`config.mk`:
```
export PLATFORM = sky130hd
export DESIGN_NAME = ctrl_xfer_seq
export DESIGN_NICKNAME = d
export VERILOG_FILES = /design/src/rtl/ctrl_xfer_seq_pkg.sv /design/src/rtl/cxs_hreq.sv /design/src/rtl/cxs_pkt_fmt.sv /design/src/rtl/cxs_stage_fsm.sv /design/src/rtl/ctrl_xfer_seq.sv
export SDC_FILE = /design/constraint.sdc
export NUM_CORES = 1
export LEC_CHECK = 0
export ABC_AREA = 1
export BUFFER_PORTS_ARGS = -buffer_cell sky130_fd_sc_hd__buf_2
export CELL_PAD_IN_SITES_DETAIL_PLACEMENT = 1
export CELL_PAD_IN_SITES_GLOBAL_PLACEMENT = 2
export CORE_UTILIZATION = 22
export CTS_CLUSTER_DIAMETER = 30
export DETAILED_ROUTE_END_ITERATION = 10
export PLACE_DENSITY = 0.87
export SYNTH_ARGS = -nofsm -noshare
export SYNTH_HDL_FRONTEND = slang
export SYNTH_SLANG_ARGS = --single-unit
```
`constraint.sdc`:
```
create_clock -name clk -period 5.25 [get_ports clk]
set_input_delay 1.05 -clock clk [delete_from_list [all_inputs] [get_ports clk]]
set_output_delay 1.05 -clock clk [all_outputs]
set_load 0.1 [all_outputs]
```
`src/rtl/ctrl_xfer_seq_pkg.sv`:
```
package ctrl_xfer_seq_pkg;

    typedef enum logic [2:0] {
        ST_IDLE     = 3'd0,
        ST_IN_DATA  = 3'd1,
        ST_IN_STS   = 3'd2,
        ST_OUT_DATA = 3'd3,
        ST_OUT_ZLP  = 3'd4,
        ST_OUT_FIN  = 3'd5,
        ST_IN_HOLD  = 3'd6
    } stage_e;

    typedef enum logic [1:0] {
        HK_NONE  = 2'd0,
        HK_SETUP = 2'd1,
        HK_IN    = 2'd2,
        HK_OUT   = 2'd3
    } hkind_e;

    typedef enum logic [1:0] {
        RC_ACCEPT = 2'd0,
        RC_DELAY  = 2'd1,
        RC_ERROR  = 2'd2,
        RC_ERROR2 = 2'd3
    } rcode_e;

    typedef struct packed {
        logic nak_in;
        logic nak_out;
        logic setup;
        logic out_rx;
        logic in_free;
    } evset_t;

    localparam evset_t EV_NONE    = 5'b00000;
    localparam evset_t EN_SETUP   = 5'b00100;
    localparam evset_t EN_IN_DATA = 5'b01001;
    localparam evset_t EN_OUT_DAT = 5'b10010;
    localparam evset_t EN_IN_STS  = 5'b00010;
    localparam evset_t EN_OUT_STS = 5'b00001;

    function automatic logic need_zlp(input logic last, input logic full);
        return last && full;
    endfunction

endpackage

```
`src/rtl/cxs_hreq.sv`:
```
module cxs_hreq
    import ctrl_xfer_seq_pkg::*;
(
    input  logic   clk,
    input  logic   rst,
    input  hkind_e issue,
    input  logic   rsp_valid,
    output hkind_e pend
);
    always_ff @(posedge clk) begin
        if (rst)
            pend <= HK_NONE;
        else if (pend != HK_NONE && rsp_valid)
            pend <= HK_NONE;
        else if (pend == HK_NONE && issue != HK_NONE)
            pend <= issue;
    end
endmodule

```
`src/rtl/cxs_pkt_fmt.sv`:
```
module cxs_pkt_fmt
    import ctrl_xfer_seq_pkg::*;
#(
    parameter int BCW  = 15,
    parameter int MAXP = 64
) (
    input  logic           load,
    input  logic           zero_pkt,
    input  logic [BCW-1:0] rsp_len,
    input  logic           rsp_last,
    output logic           pkt_load,
    output logic [BCW-1:0] pkt_len,
    output logic           pkt_zlp
);
    logic full;
    assign full     = (rsp_len == BCW'(MAXP));
    assign pkt_load = load;
    assign pkt_len  = (load && !zero_pkt) ? rsp_len : '0;
    assign pkt_zlp  = load && !zero_pkt && need_zlp(rsp_last, full);
endmodule

```
`src/rtl/cxs_stage_fsm.sv`:
```
module cxs_stage_fsm
    import ctrl_xfer_seq_pkg::*;
#(
    parameter int BCW       = 15,
    parameter int SETUP_LEN = 8
) (
    input  logic           clk,
    input  logic           rst,
    input  evset_t         ev,
    input  logic           dir_in,
    input  logic [BCW-1:0] rx_bytes,
    input  hkind_e         pend,
    input  logic           rsp_valid,
    input  rcode_e         rsp_code,
    input  logic           rsp_last,
    output stage_e         stage,
    output evset_t         en,
    output evset_t         ack,
    output logic           stall_set,
    output hkind_e         issue,
    output logic           load,
    output logic           zero_pkt,
    output logic           status_done
);
    stage_e st_n;
    evset_t en_n;
    logic   dir_r, dir_n;

    always_ff @(posedge clk) begin
        if (rst) begin
            stage <= ST_IDLE;
            en    <= EN_SETUP;
            dir_r <= 1'b0;
        end else begin
            stage <= st_n;
            en    <= en_n;
            dir_r <= dir_n;
        end
    end

    always_comb begin
        st_n        = stage;
        en_n        = en;
        dir_n       = dir_r;
        ack         = EV_NONE;
        stall_set   = 1'b0;
        issue       = HK_NONE;
        load        = 1'b0;
        zero_pkt    = 1'b0;
        status_done = 1'b0;
        if (pend != HK_NONE) begin
            if (rsp_valid) begin
                case (pend)
                    HK_SETUP: begin
                        ack.setup = 1'b1;
                        if (rsp_code == RC_ACCEPT) begin
                            if (dir_r) begin
                                ack.nak_out = 1'b1;
                                en_n        = EN_IN_DATA;
                                st_n        = ST_IN_DATA;
                            end else begin
                                ack.nak_in = 1'b1;
                                en_n       = EN_OUT_DAT;
                                st_n       = ST_OUT_DATA;
                            end
                        end else begin
                            stall_set = 1'b1;
                        end
                    end
                    HK_IN: begin
                        if (rsp_code == RC_ACCEPT) begin
                            load        = 1'b1;
                            ack.in_free = 1'b1;
                            if (rsp_last) en_n.in_free = 1'b0;
                        end else if (rsp_code == RC_DELAY) begin
                            en_n.in_free = 1'b0;
                            st_n         = ST_IN_HOLD;
                        end else begin
                            stall_set = 1'b1;
                            en_n      = EN_SETUP;
                            st_n      = ST_IDLE;
                        end
                    end
                    HK_OUT: begin
                        if (rsp_code == RC_ACCEPT) begin
                            ack.out_rx = 1'b1;
                        end else if (rsp_code == RC_DELAY) begin
                            en_n.out_rx = 1'b0;
                        end else begin
                            stall_set = 1'b1;
                            en_n      = EN_SETUP;
                            st_n      = ST_IDLE;
                        end
                    end
                    default: ;
                endcase
            end
        end else if (ev.setup && stage != ST_IDLE) begin
            en_n = EN_SETUP;
            st_n = ST_IDLE;
        end else begin
            case (stage)
                ST_IDLE: begin
                    if (ev.setup) begin
                        if (rx_bytes != BCW'(SETUP_LEN)) begin
                            stall_set = 1'b1;
                            ack.setup = 1'b1;
                        end else begin
                            issue = HK_SETUP;
                            dir_n = dir_in;
                        end
                    end
                end
                ST_IN_DATA: begin
                    if (ev.nak_out) begin
                        ack.nak_out = 1'b1;
                        if (ev.out_rx) begin
                            ack.out_rx  = 1'b1;
                            status_done = 1'b1;
                            en_n        = EN_SETUP;
                            st_n        = ST_IDLE;
                        end else begin
                            en_n = EN_IN_STS;
                            st_n = ST_IN_STS;
                        end
                    end else if (ev.in_free && en.in_free) begin
                        issue = HK_IN;
                    end
                end
                ST_IN_STS: begin
                    if (ev.out_rx) begin
                        ack.out_rx  = 1'b1;
                        status_done = 1'b1;
                        en_n        = EN_SETUP;
                        st_n        = ST_IDLE;
                    end
                end
                ST_OUT_DATA: begin
                    if (ev.out_rx && en.out_rx) begin
                        issue = HK_OUT;
                    end else if (ev.nak_in) begin
                        ack.nak_in = 1'b1;
                        en_n       = EN_OUT_STS;
                        st_n       = ST_OUT_ZLP;
                    end
                end
                ST_OUT_ZLP: begin
                    if (ev.in_free) begin
                        load        = 1'b1;
                        zero_pkt    = 1'b1;
                        ack.in_free = 1'b1;
                        st_n        = ST_OUT_FIN;
                    end
                end
                ST_OUT_FIN: begin
                    if (ev.in_free) begin
                        status_done = 1'b1;
                        en_n        = EN_SETUP;
                        st_n        = ST_IDLE;
                    end
                end
                default: ;
            endcase
        end
    end
endmodule

```
`src/rtl/ctrl_xfer_seq.sv`:
```
module ctrl_xfer_seq
    import ctrl_xfer_seq_pkg::*;
#(
    parameter int BCW       = 15,
    parameter int MAXP      = 64,
    parameter int SETUP_LEN = 8
) (
    input  logic           clk,
    input  logic           rst,
    input  logic [4:0]     ev,
    input  logic           setup_dir_in,
    input  logic [BCW-1:0] rx_bytes,
    input  logic           rsp_valid,
    input  logic [1:0]     rsp_code,
    input  logic [BCW-1:0] rsp_len,
    input  logic           rsp_last,
    output logic           hreq,
    output logic [1:0]     hreq_kind,
    output logic [4:0]     irq_en,
    output logic [4:0]     ev_ack,
    output logic           stall_set,
    output logic           pkt_load,
    output logic [BCW-1:0] pkt_len,
    output logic           pkt_zlp,
    output logic           status_done,
    output logic [2:0]     stage
);
    hkind_e pend, issue;
    stage_e st;
    evset_t en_s, ack_s;
    logic   load, zero_pkt;

    cxs_hreq u_hreq (
        .clk       (clk),
        .rst       (rst),
        .issue     (issue),
        .rsp_valid (rsp_valid),
        .pend      (pend)
    );

    cxs_stage_fsm #(.BCW(BCW), .SETUP_LEN(SETUP_LEN)) u_fsm (
        .clk         (clk),
        .rst         (rst),
        .ev          (evset_t'(ev)),
        .dir_in      (setup_dir_in),
        .rx_bytes    (rx_bytes),
        .pend        (pend),
        .rsp_valid   (rsp_valid),
        .rsp_code    (rcode_e'(rsp_code)),
        .rsp_last    (rsp_last),
        .stage       (st),
        .en          (en_s),
        .ack         (ack_s),
        .stall_set   (stall_set),
        .issue       (issue),
        .load        (load),
        .zero_pkt    (zero_pkt),
        .status_done (status_done)
    );

    cxs_pkt_fmt #(.BCW(BCW), .MAXP(MAXP)) u_fmt (
        .load     (load),
        .zero_pkt (zero_pkt),
        .rsp_len  (rsp_len),
        .rsp_last (rsp_last),
        .pkt_load (pkt_load),
        .pkt_len  (pkt_len),
        .pkt_zlp  (pkt_zlp)
    );

    assign hreq      = (pend != HK_NONE);
    assign hreq_kind = pend;
    assign irq_en    = en_s;
    assign ev_ack    = ack_s;
    assign stage     = st;
endmodule

```
# Yosys cells after proc, flatten, opt, wreduce, memory -nomap -nowiden

Index checks and enable logic that the tools add are counted.

Bits in writable memories: 0
Register bits after elaboration: 11
Memories kept: 0
Bits in latches: 0
ROM bits: 0
Output and inout port bits: 35

Shift-type cells: 0
Mux-type cells: 84
Multipliers: 0
$add $sub $neg: 0
Bitwise operators: 3
Reductions and logical operators: 24
Magnitude comparators: 0
Equality and inequality tests: 25
Div/mod/pow operators: 0

Operator list:

| cell                  | count |
|---|---|
| $mux W5               | 14 |
| $mux W3               | 17 |
| $mux W1               | 33 |
| $reduce_and A13 Y1    | 2 |
| $ne A4 B3 Y1 const B  | 6 |
| $reduce_and A12 Y1    | 2 |
| $pmux W5 S4           | 1 |
| $mux W2               | 9 |
| $eq A15 B7 Y1 const B | 1 |
| $mux W15              | 1 |
| $ne A15 B4 Y1 const B | 1 |
| $pmux W3 S5           | 1 |
| $pmux W5 S3           | 1 |
| $ne A3 B3 Y1 const B  | 4 |
| $pmux W3 S3           | 1 |
| $logic_and A1 B1 Y1   | 8 |
| $mux W4               | 2 |
| $reduce_bool A7 Y1    | 1 |
| $eq A3 B2 Y1 const B  | 2 |
| $eq A3 B3 Y1 const B  | 2 |
| $pmux W2 S3           | 1 |
| $reduce_bool A6 Y1    | 1 |
| $reduce_and A5 Y1     | 1 |
| $eq A2 B1 Y1 const B  | 2 |
| other kinds (15)      | 22 |

# Longest topological paths before layout

Gate-level depths: netlist (run 1).

Word-level depth: 8
Gate-level depth with buffers: 14
Mapped depth without buffers: 13

# Modules after synthesis

Synthesis (run 1) repeated with hierarchy kept, for this count alone.

Cell total of the unflattened synthesis: 242
Area, all modules: 1307.5 µm²

By module, submodules not included:

| module        | area each (µm²) | cells each | instances |
|---|---|---|---|
| cxs_stage_fsm | 991.0           | 180        | 1 |
| cxs_pkt_fmt   | 227.7           | 48         | 1 |
| cxs_hreq      | 77.6            | 11         | 1 |
| ctrl_xfer_seq | 11.3            | 3          | 1 |

# Least setup slack after synthesis (run 1)

Ideal clock, no wire load.

Path type: reg-to-output
Start: reg u_hreq.pend[1]
End: out ev_ack[0]
Arrival time: 4285 ps
Required time: 4200 ps
Stages on the path, launching flop included: 9
Setup slack: -85 ps
Path through: dfxtp_1 inv_1 ha_1 buf_6 inv_4 nor2_2 nand2_1 o21ai_0 buf_4

RTL lines:

| what                   | line                | text |
|---|---|---|
| from (decl)            | cxs_hreq.sv:8       | `output hkind_e pend` |
| from (signal assigned) | cxs_hreq.sv:16      | `pend <= issue;` |
| $reduce_bool A2 Y1     | --                  |  |
| net hreq               | ctrl_xfer_seq.sv:17 | `output logic hreq,` |
| $mux W5                | cxs_stage_fsm.sv:51 | `if (pend != HK_NONE) begin` |
| to (decl)              | ctrl_xfer_seq.sv:20 | `output logic [4:0] ev_ack,` |

The timed path passes the listed nets, and every way through them passes these cells.

# Worst setup path in the final report (run 1)

Start: in rsp_code[0]
End: out ev_ack[0]

Cells in the longest elaborated chain, start to end: 5

Ends and longest elaborated chain:

| what             | line                | text |
|---|---|---|
| from (decl)      | ctrl_xfer_seq.sv:14 | `input logic [1:0] rsp_code,` |
| $logic_not A2 Y1 | cxs_stage_fsm.sv:71 | `if (rsp_code == RC_ACCEPT) begin` |
| $mux W1          | cxs_stage_fsm.sv:71 |  |
| $mux W1          | cxs_stage_fsm.sv:53 | `case (pend)` |
| $mux W5          | cxs_stage_fsm.sv:52 | `if (rsp_valid) begin` |
| $mux W5          | cxs_stage_fsm.sv:51 |  |

Every way passes these cells.

==> summary.txt, run 1 <==
Status: finished clean
Placed insts: 388
Final Max Tran Viols: 0
Fin util: 31.2%
Synth Flop Type: dfxtp_1
CTS H-tree depth: 1
Largest net degree at the start of global routing: 18
Post-synthesis compound-gate area fraction: 7.66%
Distinct cell type count of the synthesized netlist: 31
Register area share after synthesis: 16.4%
Syn. warnings: 0
CORE AREA: 5890 sq um
FMAX: 271 MHz
Post-Synth XOR/XNOR Area: 0%
Post-Syn Nets: 287
Starting Density: 22.8%
Post-synthesis simple-gate area fraction: 55.9%
Leak Pwr: 1.11 nW
CTS clk-pin slew, worst paths: 50 ps
First-pass GRT wire length: 7020 um
FF+latch count, synth: 11
Mapped cell area: 1340 sq um
HP Class: flip-flop to flip-flop
Avg Cell Area, Syn: 5.58 sq um
Wire length per cell: 11.5 um
Most frequent cell after synthesis: nor2_1
Cells after Synth: 240
VDD IR-drop max: 176 uV
Initial antenna violation count: 0
CTS tree: built
Cell Pwr Density: 408 nW/um^2
CP endpoint kind: output pin
Nets: 365
Tcrit/Tclk final: 70.2%
Post_cts resized: 0
# fillers: 825
Antenna fix cells: 0
DRC violations left: 0
Number of hold buffers added after CTS: 0
Die Ht: 80.0 um
GRT Resource Usage Total: 14.0%
Layout Skew: 4.30 ps
Asr flop ratio synth: 0%
HPWL after detailed placement: 3910 um
Vias in the first global route: 1607
Longest Clk Path Bufs: 2
Rows: 28
MaxCap Viol Count: 0
Iteration-0 DRC Markers: 38
Number of I/O port buffers: 76
Grt ovf: 0
Pre-CTS setup slack: 1530 ps
Routability Congestion: 0.871
Total negative slack: 0 ps
Setup Viol. Count Final: 0
Non-filler cells, final: 392
Num ports: 77
Number of buffers created by CTS: 3
Tot Pwr: 0.750 mW
Area contributors post-synth: dfxtp_1 16%, nor2_1 16%, nand2_1 13%, inv_1 12%, nand3_1 6.3%
Share of layout cells above drive strength 1: 32.8%
Number of setup buffers added after CTS: 0
Mux contribution to synthesized area: 0%
Antenna viol nets, final: 0
Crit Path Class: primary input to output pin
Die X: 80.0 um
Area leader, netlist: dfxtp_1
RSZ-0062 raised after global routing: no
CTS root buffer: clkbuf_8
Tmin final: 3680 ps
Routed vias: 1676
Sink Count: 11
Final Hold Violating Endpoints: 0
Drt via density: 4.28
Wirelength, routed: 4490 um
Clock Latency Late Sink: 250 ps
Die area: 6410 sq um
Largest family of logic cells by synthesized area: simple AND/OR/NAND/NOR gates
Worst Path Arrival: 2630 ps
Router iterations before antenna repair: 4
Final WS setup: 1570 ps
CP Data Required Time: 4200 ps
Rel. slew slack: 63.8%
Crit-path max FO: 17
Worst slew pin tran: 542 ps
Adder-Cell Fraction of Synth Area: 4.67%
Synth cell count leaders: 56 x nor2_1, 47 x nand2_1, 44 x inv_1
CP Launch Type: primary input
Layout area overhead: 37.1%
Post-synth top area share: 16.4%
Post-synth EDFFs: 0
==> logic make-up after synthesis <==
family                   after synthesis
AO/OA/AOI/OAI                         19
adder cells (fa/ha/maj)                5
buffers and inverters                 51
flip-flops                            11
AND/OR/NAND/NOR                      154
==> critical path, cell delays in order <==
cell	delay, ps
buf_2	120
nor2_1	230
nand2_1	110
inv_1	100
nand2_1	320
o21ai_1	240
buf_2	460
==> final timing paths <==
path / start / to / slack (ps) / cells after the start
max: rsp_code[0] / ev_ack[0] / 1570 / 7
min: u_fsm.en[2] / u_fsm.en[2] / 480 / 2
max reg2reg: u_hreq.pend[1] / u_fsm.stage[1] / 3210 / 13
min reg2reg: u_fsm.en[2] / u_fsm.en[2] / 480 / 2
==> registers in the layout (all words and copies together), names as in the netlist <==
signal,cells
u_hreq.pend,2
u_fsm.dir_r,1
u_fsm.en,5
u_fsm.stage,3
==> cell type report <==
class,instances,area (sq um),share of cell area [%]
repair buffers,76,380,20.7
well taps,75,93.8,5.11
flip-flops and latches,11,220,12.0
clock buffers,4,45.0,2.45
multi-input cells,178,915,49.8
inverters,48,183,9.95
==> metrics by stage <==
step           area [sq um]  hold WS (ps)
2_1_floorplan          1340           558
3_3_place_gp           1790           447
3_5_place_dp           1790           455
4_1_cts                1840           476
5_1_grt                1840           506
6_report               1840           475
==> report_power, final <==
part | total (mW) | switching, mW | internal (mW)
clock | 0.0894 | 0.0358 | 0.0536
sequential | 0.124 | 0.0206 | 0.104
combinational | 0.536 | 0.414 | 0.122
total | 0.750 | 0.471 | 0.279
==> per-layer routing <==
| metal | part of all wire, % | GRT usage, % |
|---|---|---|
| met5 | 0 | 0 |
| met4 | 1.3 | 4.82 |
| met3 | 8.4 | 2.74 |
| met2 | 43 | 24.3 |
| met1 | 47 | 17.2 |
==> cell usage in the layout (no fill, tap or decap), drive strengths merged <==
master and n:
buf 76, nor2 65, nand2 52, inv 47, nand3 24, dfxtp 11, o21ai 9, a21oi 7
ha 5, nor4 4, clkbuf 4, nor3 3, nand4 2, o22ai 1, nor2b 1, nand3b 1
and2 1, o32ai 1, o21a 1, clkinv 1, or2 1
Note: power is estimated with default switching activity, not from simulation.
==> run 2, diff against run 1 <==
--- a/config.mk
+++ b/config.mk
@@ -5,14 +5,14 @@
 export SDC_FILE = /design/constraint.sdc
 export NUM_CORES = 1
 export LEC_CHECK = 0
-export ABC_AREA = 1
+export ABC_AREA = 0
 export BUFFER_PORTS_ARGS = -buffer_cell sky130_fd_sc_hd__buf_2
 export CELL_PAD_IN_SITES_DETAIL_PLACEMENT = 1
 export CELL_PAD_IN_SITES_GLOBAL_PLACEMENT = 2
-export CORE_UTILIZATION = 22
+export CORE_UTILIZATION = 21
 export CTS_CLUSTER_DIAMETER = 30
 export DETAILED_ROUTE_END_ITERATION = 10
-export PLACE_DENSITY = 0.87
+export PLACE_DENSITY = 0.79
 export SYNTH_ARGS = -nofsm -noshare
 export SYNTH_HDL_FRONTEND = slang
 export SYNTH_SLANG_ARGS = --single-unit
==> constraint.sdc (replaced) <==
create_clock -name clk -period 3.4 [get_ports clk]
set_input_delay 0.68 -clock clk [delete_from_list [all_inputs] [get_ports clk]]
set_output_delay 0.68 -clock clk [all_outputs]
set_load 0.1 [all_outputs]
==> run 2 against run 1 <==
Die area fell by 3.0%. Combinational power rose by 49%. Routed wire length rose by 5.8%. Synthesized cell count fell by 29%. Non-clock buffer count rose by 3. Largest power group unchanged. Sequential share of layout area fell by 0.85 points.
==> summary.txt, run 2 <==
Status: finished clean
Cells after Synth: 171 (-29%)
Tmin final: 2980 ps
Number of buffers created by CTS: 3 (unchanged)
Setup crit end: pkt_zlp
Rows: 27 (-3.6%)
Most frequent cell after synthesis: and3_1
Layout Skew: 9.94 ps (+5.65 ps)
Post-synth top area share: 17.8% (+1.3 points)
Rel. slew slack: 52.5% (-11 points)
Number of I/O port buffers: 76 (unchanged)
Antenna fix cells: 0 (unchanged)
Cell Pwr Density: 559 nW/um^2 (+37%)
Number of setup buffers added after CTS: 0 (unchanged)
Router iterations before antenna repair: 4 (unchanged)
Area contributors post-synth: dfxtp_1 18%, and3_1 9.1%, ha_1 5.0%, a21oi_1 4.4%, nand2_1 4.2%
Area leader, netlist: dfxtp_1
MaxCap Viol Count: 0 (unchanged)
CP endpoint kind: output pin
Grt ovf: 0 (unchanged)
Commonest non-fill, non-tap cells in the layout: 59 x buf_2, 17 x buf_12, 14 x nand2_1
Synth cell count leaders: 18 x and3_1, 14 x nand2_1, 13 x nor2_1
Longest Clk Path Bufs: 2 (unchanged)
CP Data Required Time: 2720 ps (-1480 ps)
Crit Path Class: flip-flop to output pin
Crit-path max FO: 15 (-2)
Routed vias: 1549 (-7.6%)
Sink Count: 11 (unchanged)
Final Max Tran Viols: 0 (unchanged)
Synth Flop Type: dfxtp_1
Asr flop ratio synth: 0% (unchanged)
Final Hold Violating Endpoints: 0 (unchanged)
Post-Syn Nets: 218 (-24%)
Avg Cell Area, Syn: 7.25 sq um (+30%)
HPWL after detailed placement: 3820 um (-2.3%)
FMAX: 335 MHz
CP startpoint: u_hreq.pend[0]
Wire length per cell: 15.1 um (+32%)
Drt via density: 4.93 (+15%)
Number of hold buffers added after CTS: 0 (unchanged)
Total negative slack: 0 ps (unchanged)
Iteration-0 DRC Markers: 63 (+66%)
Syn. warnings: 0 (unchanged)
Capturing point of the worst reg2reg path: u_fsm.en[4]
Critical R2R Launch: u_hreq.pend[0]
Vias in the first global route: 1574 (-2.1%)
Post-synth EDFFs: 0 (unchanged)
Die area: 6220 sq um (-3.0%)
Clock Latency Late Sink: 250 ps (about the same)
CTS root buffer: clkbuf_8
VDD IR-drop max: 414 uV (+140%)
CP Launch Type: flip-flop
CORE AREA: 5610 sq um (-4.7%)
Die X: 78.8 um (-1.5%)
Initial antenna violation count: 0 (unchanged)
Largest net degree at the start of global routing: 24 (+6)
DRC violations left: 0 (unchanged)
Register area share after synthesis: 17.8% (+1.3 points)
RSZ-0062 raised after global routing: no
Worst Path Arrival: 2300 ps (-330 ps)
Leak Pwr: 0.947 nW (-15%)
Layout area overhead: 64.9%
Placed insts: 310 (-20%)
Biggest register: u_fsm.en
Sequential cell area: 228 sq um (+3.4%)
Mapped cell area: 1240 sq um (-7.5%)
Distinct cell type count of the synthesized netlist: 45 (+45%)
Worst R2R Path Depth: 8 (-5)
Share of layout cells above drive strength 1: 43.8% (+11 points)
Wirelength, routed: 4750 um (+5.8%)
CTS tree: built
Max reg flops: 5 (unchanged)
GRT Resource Usage Total: 15.7% (+1.7 points)
Most common cell after layout, fill and taps aside: buf_2
Worst slew pin tran: 703 ps (+161 ps)
Antenna viol nets, final: 0 (unchanged)
CTS clk-pin slew, worst paths: 60 ps (about the same)
# fillers: 691 (-16%)
Biggest regs: u_fsm.en x5, u_fsm.stage x3, u_hreq.pend x2
Non-filler cells, final: 314 (-20%)
CTS H-tree depth: 1 (unchanged)
Setup Viol. Count Final: 0 (unchanged)
Footprint of the multi-input gates: 998 sq um (+9.2%)
Tcrit/Tclk final: 87.7%
Post_cts resized: 0 (unchanged)
Die Ht: 78.8 um (-1.5%)
FF+latch count, synth: 11 (unchanged)
Routability Congestion: 0.775 (-11%)
First-pass GRT wire length: 7840 um (+12%)
Flop-to-flop setup slack: 930 ps (-2280 ps)
Starting Density: 22.1% (-0.66 points)
Nets: 290 (-21%)
Num ports: 77 (unchanged)
HP Class: flip-flop to flip-flop
==> run 2: cell types whose count changed after synthesis, sizes merged, moves of 5 or more <==
cell / before / now
nor2b: 1 / 7
nand3: 24 / 4
inv: 47 / 6
nor2: 65 / 13
mux2i: 0 / 5
and3: 0 / 18
clkbuf: 1 / 8
nor3: 3 / 8
nand2: 52 / 14
==> run 2: worst min-delay path by stage <==
stage	from	endpoint	slack, ps	cells after the start
after floorplan	u_fsm.dir_r	u_fsm.dir_r	560	2
after global placement	u_fsm.en[3]	u_fsm.en[3]	470	2
after detailed placement	u_fsm.en[3]	u_fsm.en[3]	480	2
after CTS	u_fsm.en[3]	u_fsm.en[3]	490	2
after global routing	u_fsm.en[3]	u_fsm.en[3]	490	2
final	u_fsm.en[3]	u_fsm.en[3]	480	2
==> run 2: metal layers <==
| layer | up-vias | share of wire (%) | global-route usage, % |
|---|---|---|---|
| li1 | 787 | - | - |
| met1 | 722 | 47 | 21.3 |
| met2 | 38 | 49 | 26.4 |
| met3 | 2 | 4.2 | 2.76 |
| met4 | 0 | 0.32 | 2.18 |
| met5 | - | 0 | 0 |
==> run 2: cells by family (layout without fill, tap and decap cells) <==
| group | after synthesis | in the layout | synth area share (%) |
|---|---|---|---|
| AO/OA/AOI/OAI | 45 | 45 | 25.8 |
| adder cells (fa/ha/maj) | 5 | 5 | 5.05 |
| buffers and inverters | 18 | 89 | 6.76 |
| flip-flops | 11 | 11 | 17.8 |
| multiplexers | 8 | 8 | 7.06 |
| AND/OR/NAND/NOR | 84 | 84 | 37.5 |
==> run 2: worst max-delay path: stages, from the launching register on <==
cell     delay, ps
dfxtp_4        370
inv_1           70
ha_1           240
inv_4          100
nand2_1         90
nor3_2         310
buf_4          260
and3_4         220
and4_4         220
buf_12         170
==> run 2: power breakdown <==
| group | switching [mW] | internal, mW | total [mW] |
|---|---|---|---|
| registers | 0.0540 | 0.152 | 0.206 |
| clock network | 0.0568 | 0.0827 | 0.140 |
| logic | 0.573 | 0.225 | 0.798 |
| total | 0.684 | 0.460 | 1.14 |
==> run 2: final cells by class <==
type	instances	area share, %
Timing Repair Buffer	79	32.2
Clock buffer	4	2.20
Multi-Input combinational cell	142	48.8
Inverter	6	1.22
Sequential cell	11	11.1
Tap cell	72	4.41
==> run 2: per-stage QoR <==
stage	cell area [sq um]	power, mW	utilization (%)	setup slack [ps]	hold slack [ps]
after floorplan	1310	0.843	-	34.3	558
after global placement	2000	1.01	35.7	686	466
after detailed placement	2000	1.00	35.7	669	477
after CTS	2040	1.15	36.5	419	486
after global routing	2040	1.21	36.5	294	494
final	2040	1.14	36.5	418	479
==> run 3, diff against run 2 <==
--- a/config.mk
+++ b/config.mk
@@ -12,7 +12,8 @@
 export CORE_UTILIZATION = 21
 export CTS_CLUSTER_DIAMETER = 30
 export DETAILED_ROUTE_END_ITERATION = 10
-export PLACE_DENSITY = 0.79
+export MAX_ROUTING_LAYER = met4
+export PLACE_DENSITY = 0.86
 export SYNTH_ARGS = -nofsm -noshare
 export SYNTH_HDL_FRONTEND = slang
 export SYNTH_SLANG_ARGS = --single-unit
==> run 3 against run 2 <==
Critical path depth fell by 5. Via count rose by 2.7%. Non-clock buffer count rose by 1. Register-to-register slack improved by 20 ps. Setup slack improved by 61 ps. Die area did not move. Clock skew fell by 3.1 ps. Power rose by 0.90%. Worst hold slack improved by 6.4 ps.
==> summary.txt, run 3 (same netlist as run 2, synthesis figures left out) <==
Routability Congestion: 0.796 (+2.6%)
Final Hold Violating Endpoints: 0 (unchanged)
Switch share: 59.4% (-0.40 points)
Worst slew pin tran: 697 ps (-6.34 ps)
Iteration-0 DRC Markers: 98 (+56%)
CTS H-tree depth: 1 (unchanged)
Num ports: 77 (unchanged)
Hold Crit Depth: 2 (unchanged)
Share of layout cells above drive strength 1: 44.0% (+0.23 points)
CTS root buffer: clkbuf_8
Worst Path Arrival: 2240 ps (-60 ps)
Number of hold buffers added after CTS: 0 (unchanged)
Hold Worst Slack: 485 ps (+6.41 ps)
Initial antenna violation count: 0 (unchanged)
First-pass GRT wire length: 7870 um (+0.43%)
CORE AREA: 5610 sq um (unchanged)
Grt ovf: 0 (unchanged)
GRT Resource Usage Total: 16.2% (+0.51 points)
CTS tree: built
Crit-path max FO: 18 (+3)
Non-filler cells, final: 315 (+0.32%)
Flop-to-flop setup slack: 950 ps (+20 ps)
Sink Count: 11 (unchanged)
RSZ-0062 raised after global routing: no
Drt via density: 5.05 (+2.4%)
Placed insts: 311 (+0.32%)
Layout Skew: 6.89 ps (-3.05 ps)
Leak Pwr: 0.963 nW (+1.7%)
Nets: 291 (+0.34%)
Clock Power Share: 11.9% (-0.3 points)
Number of buffers created by CTS: 3 (unchanged)
# fillers: 705 (+2.0%)
Crit-path max cell delay: 610 ps (+240 ps)
CP endpoint kind: output pin
Number of setup buffers added after CTS: 0 (unchanged)
Wirelength, routed: 4760 um (+0.21%)
Die X: 78.8 um (unchanged)
Tot Pwr: 1.15 mW (+0.90%)
Antenna fix cells: 0 (unchanged)
Final Instance Area: 2110 sq um (+3.3%)
Tmin final: 2920 ps (-61.0 ps)
Most common cell after layout, fill and taps aside: buf_2
Layout area overhead: 70.3%
Clock Latency Late Sink: 240 ps (about the same)
Largest net degree at the start of global routing: 24 (unchanged)
Setup Viol. Count Final: 0 (unchanged)
Die area: 6220 sq um (unchanged)
Reg power frac: 17.9% (about the same)
Commonest non-fill, non-tap cells in the layout: 55 x buf_2, 21 x buf_12, 14 x nand2_1
Critical R2R Launch: u_hreq.pend[0]
Vias in the first global route: 1606 (+2.0%)
Worst path slowest cell: nor3_1
Post-DP Area: 2070 sq um (+3.4%)
WP buf/inv: 1 (-3)
CP Launch Type: flip-flop
Biggest regs: u_fsm.en x5, u_fsm.stage x3, u_hreq.pend x2
CP Data Required Time: 2720 ps (about the same)
Routed vias: 1591 (+2.7%)
Number of I/O port buffers: 76 (unchanged)
Starting Density: 22.1% (unchanged)
DRC violations left: 0 (unchanged)
Tcrit/Tclk final: 85.9% (-1.8 points)
Worst R2R Path Depth: 8 (unchanged)
MaxCap Viol Count: 0 (unchanged)
Status: finished clean
HPWL after detailed placement: 3950 um (+3.5%)
Biggest register: u_fsm.en
Capturing point of the worst reg2reg path: u_fsm.en[4]
Critical-path cell list: nor3_1 -> nand3_1 -> o22ai_2 -> buf_2
Combinational share of power: 70.2% (+0.4 points)
CP top delay family: simple AND/OR/NAND/NOR gates
Footprint of the multi-input gates: 998 sq um (unchanged)
WHS Endpoint: u_fsm.en[3]
Post_cts resized: 0 (unchanged)
Wire length per cell: 15.1 um (-0.11%)
Total negative slack: 0 ps (unchanged)
VDD IR-drop max: 345 uV (-17%)
Internal: 0.469 mW (+1.9%)
Sequential cell area: 228 sq um (unchanged)
Router iterations before antenna repair: 4 (unchanged)
FMAX: 342 MHz (+2.1%)
Rows: 27 (unchanged)
Max reg flops: 5 (unchanged)
Switch Pwr: 0.686 mW (+0.23%)
Longest Clk Path Bufs: 2 (unchanged)
Die Ht: 78.8 um (unchanged)
Min-delay src: u_fsm.en[3]
HP Class: flip-flop to flip-flop
Crit Path Class: flip-flop to output pin
Final Max Tran Viols: 0 (unchanged)
CTS clk-pin slew, worst paths: 60 ps (about the same)
Rel. slew slack: 53.6% (+1.1 points)
Antenna viol nets, final: 0 (unchanged)
Cell Pwr Density: 546 nW/um^2 (-2.3%)
-- run 3: cell count changes in the layout (fill, tap and decap cells not counted) --
cell	previous run	this run
buf_12	17	21
buf_2	59	55
buf_4	3	4
-- run 3: cell type report --
cell class | instances | area share, %
timing repair buffer | 80 | 34.4
multi-input combinational | 142 | 47.3
clock buffer | 4 | 2.13
sequential | 11 | 10.8
inverter | 6 | 1.18
tap | 72 | 4.27
-- run 3: worst max-delay path by stage --
stage                              start  slack [ps]  cells past startpoint        end
after floorplan           u_hreq.pend[0]          30                      9  ev_ack[0]
after global placement    u_fsm.stage[0]         800                      4  stall_set
after detailed placement  u_fsm.stage[2]         730                      4  stall_set
after CTS                 u_fsm.stage[2]         470                      4  stall_set
after global routing      u_hreq.pend[0]         340                      6  stall_set
final                     u_fsm.stage[2]         480                      4  stall_set
-- run 3: tightest hold or removal path, delay by kind of cell, from the launching register on --
kind | cells | cell delay (ps)
multiplexers | 1 | 60
flip-flops | 1 | 310
AND/OR/NAND/NOR | 1 | 70
-- run 3: per-layer routing --
| layer | global-route usage, % | vias up | wire length [um] |
|---|---|---|---|
| li1 | - | 786 | - |
| met1 | 20.4 | 768 | 2190 |
| met2 | 27.8 | 35 | 2380 |
| met3 | 3.45 | 2 | 189 |
| met4 | 1.09 | 0 | 4 |
| met5 | - | - | 0 |
-- run 3: power groups by stage --
stage	Sequential (mW)	Combinational [mW]	Clock [mW]
3_3_place_gp	0.207	0.803	0
3_5_place_dp	0.209	0.809	0
6_report	0.207	0.810	0.137
4_1_cts	0.206	0.811	0.140
2_1_floorplan	0.338	0.505	0
5_1_grt	0.212	0.857	0.149
-- run 3: per-stage QoR --
step	utilization (%)	worst slack, ps
after floorplan	-	34.3
after CTS	37.7	470
after global placement	36.9	795
after global routing	37.7	344
final	37.7	479
after detailed placement	36.9	726
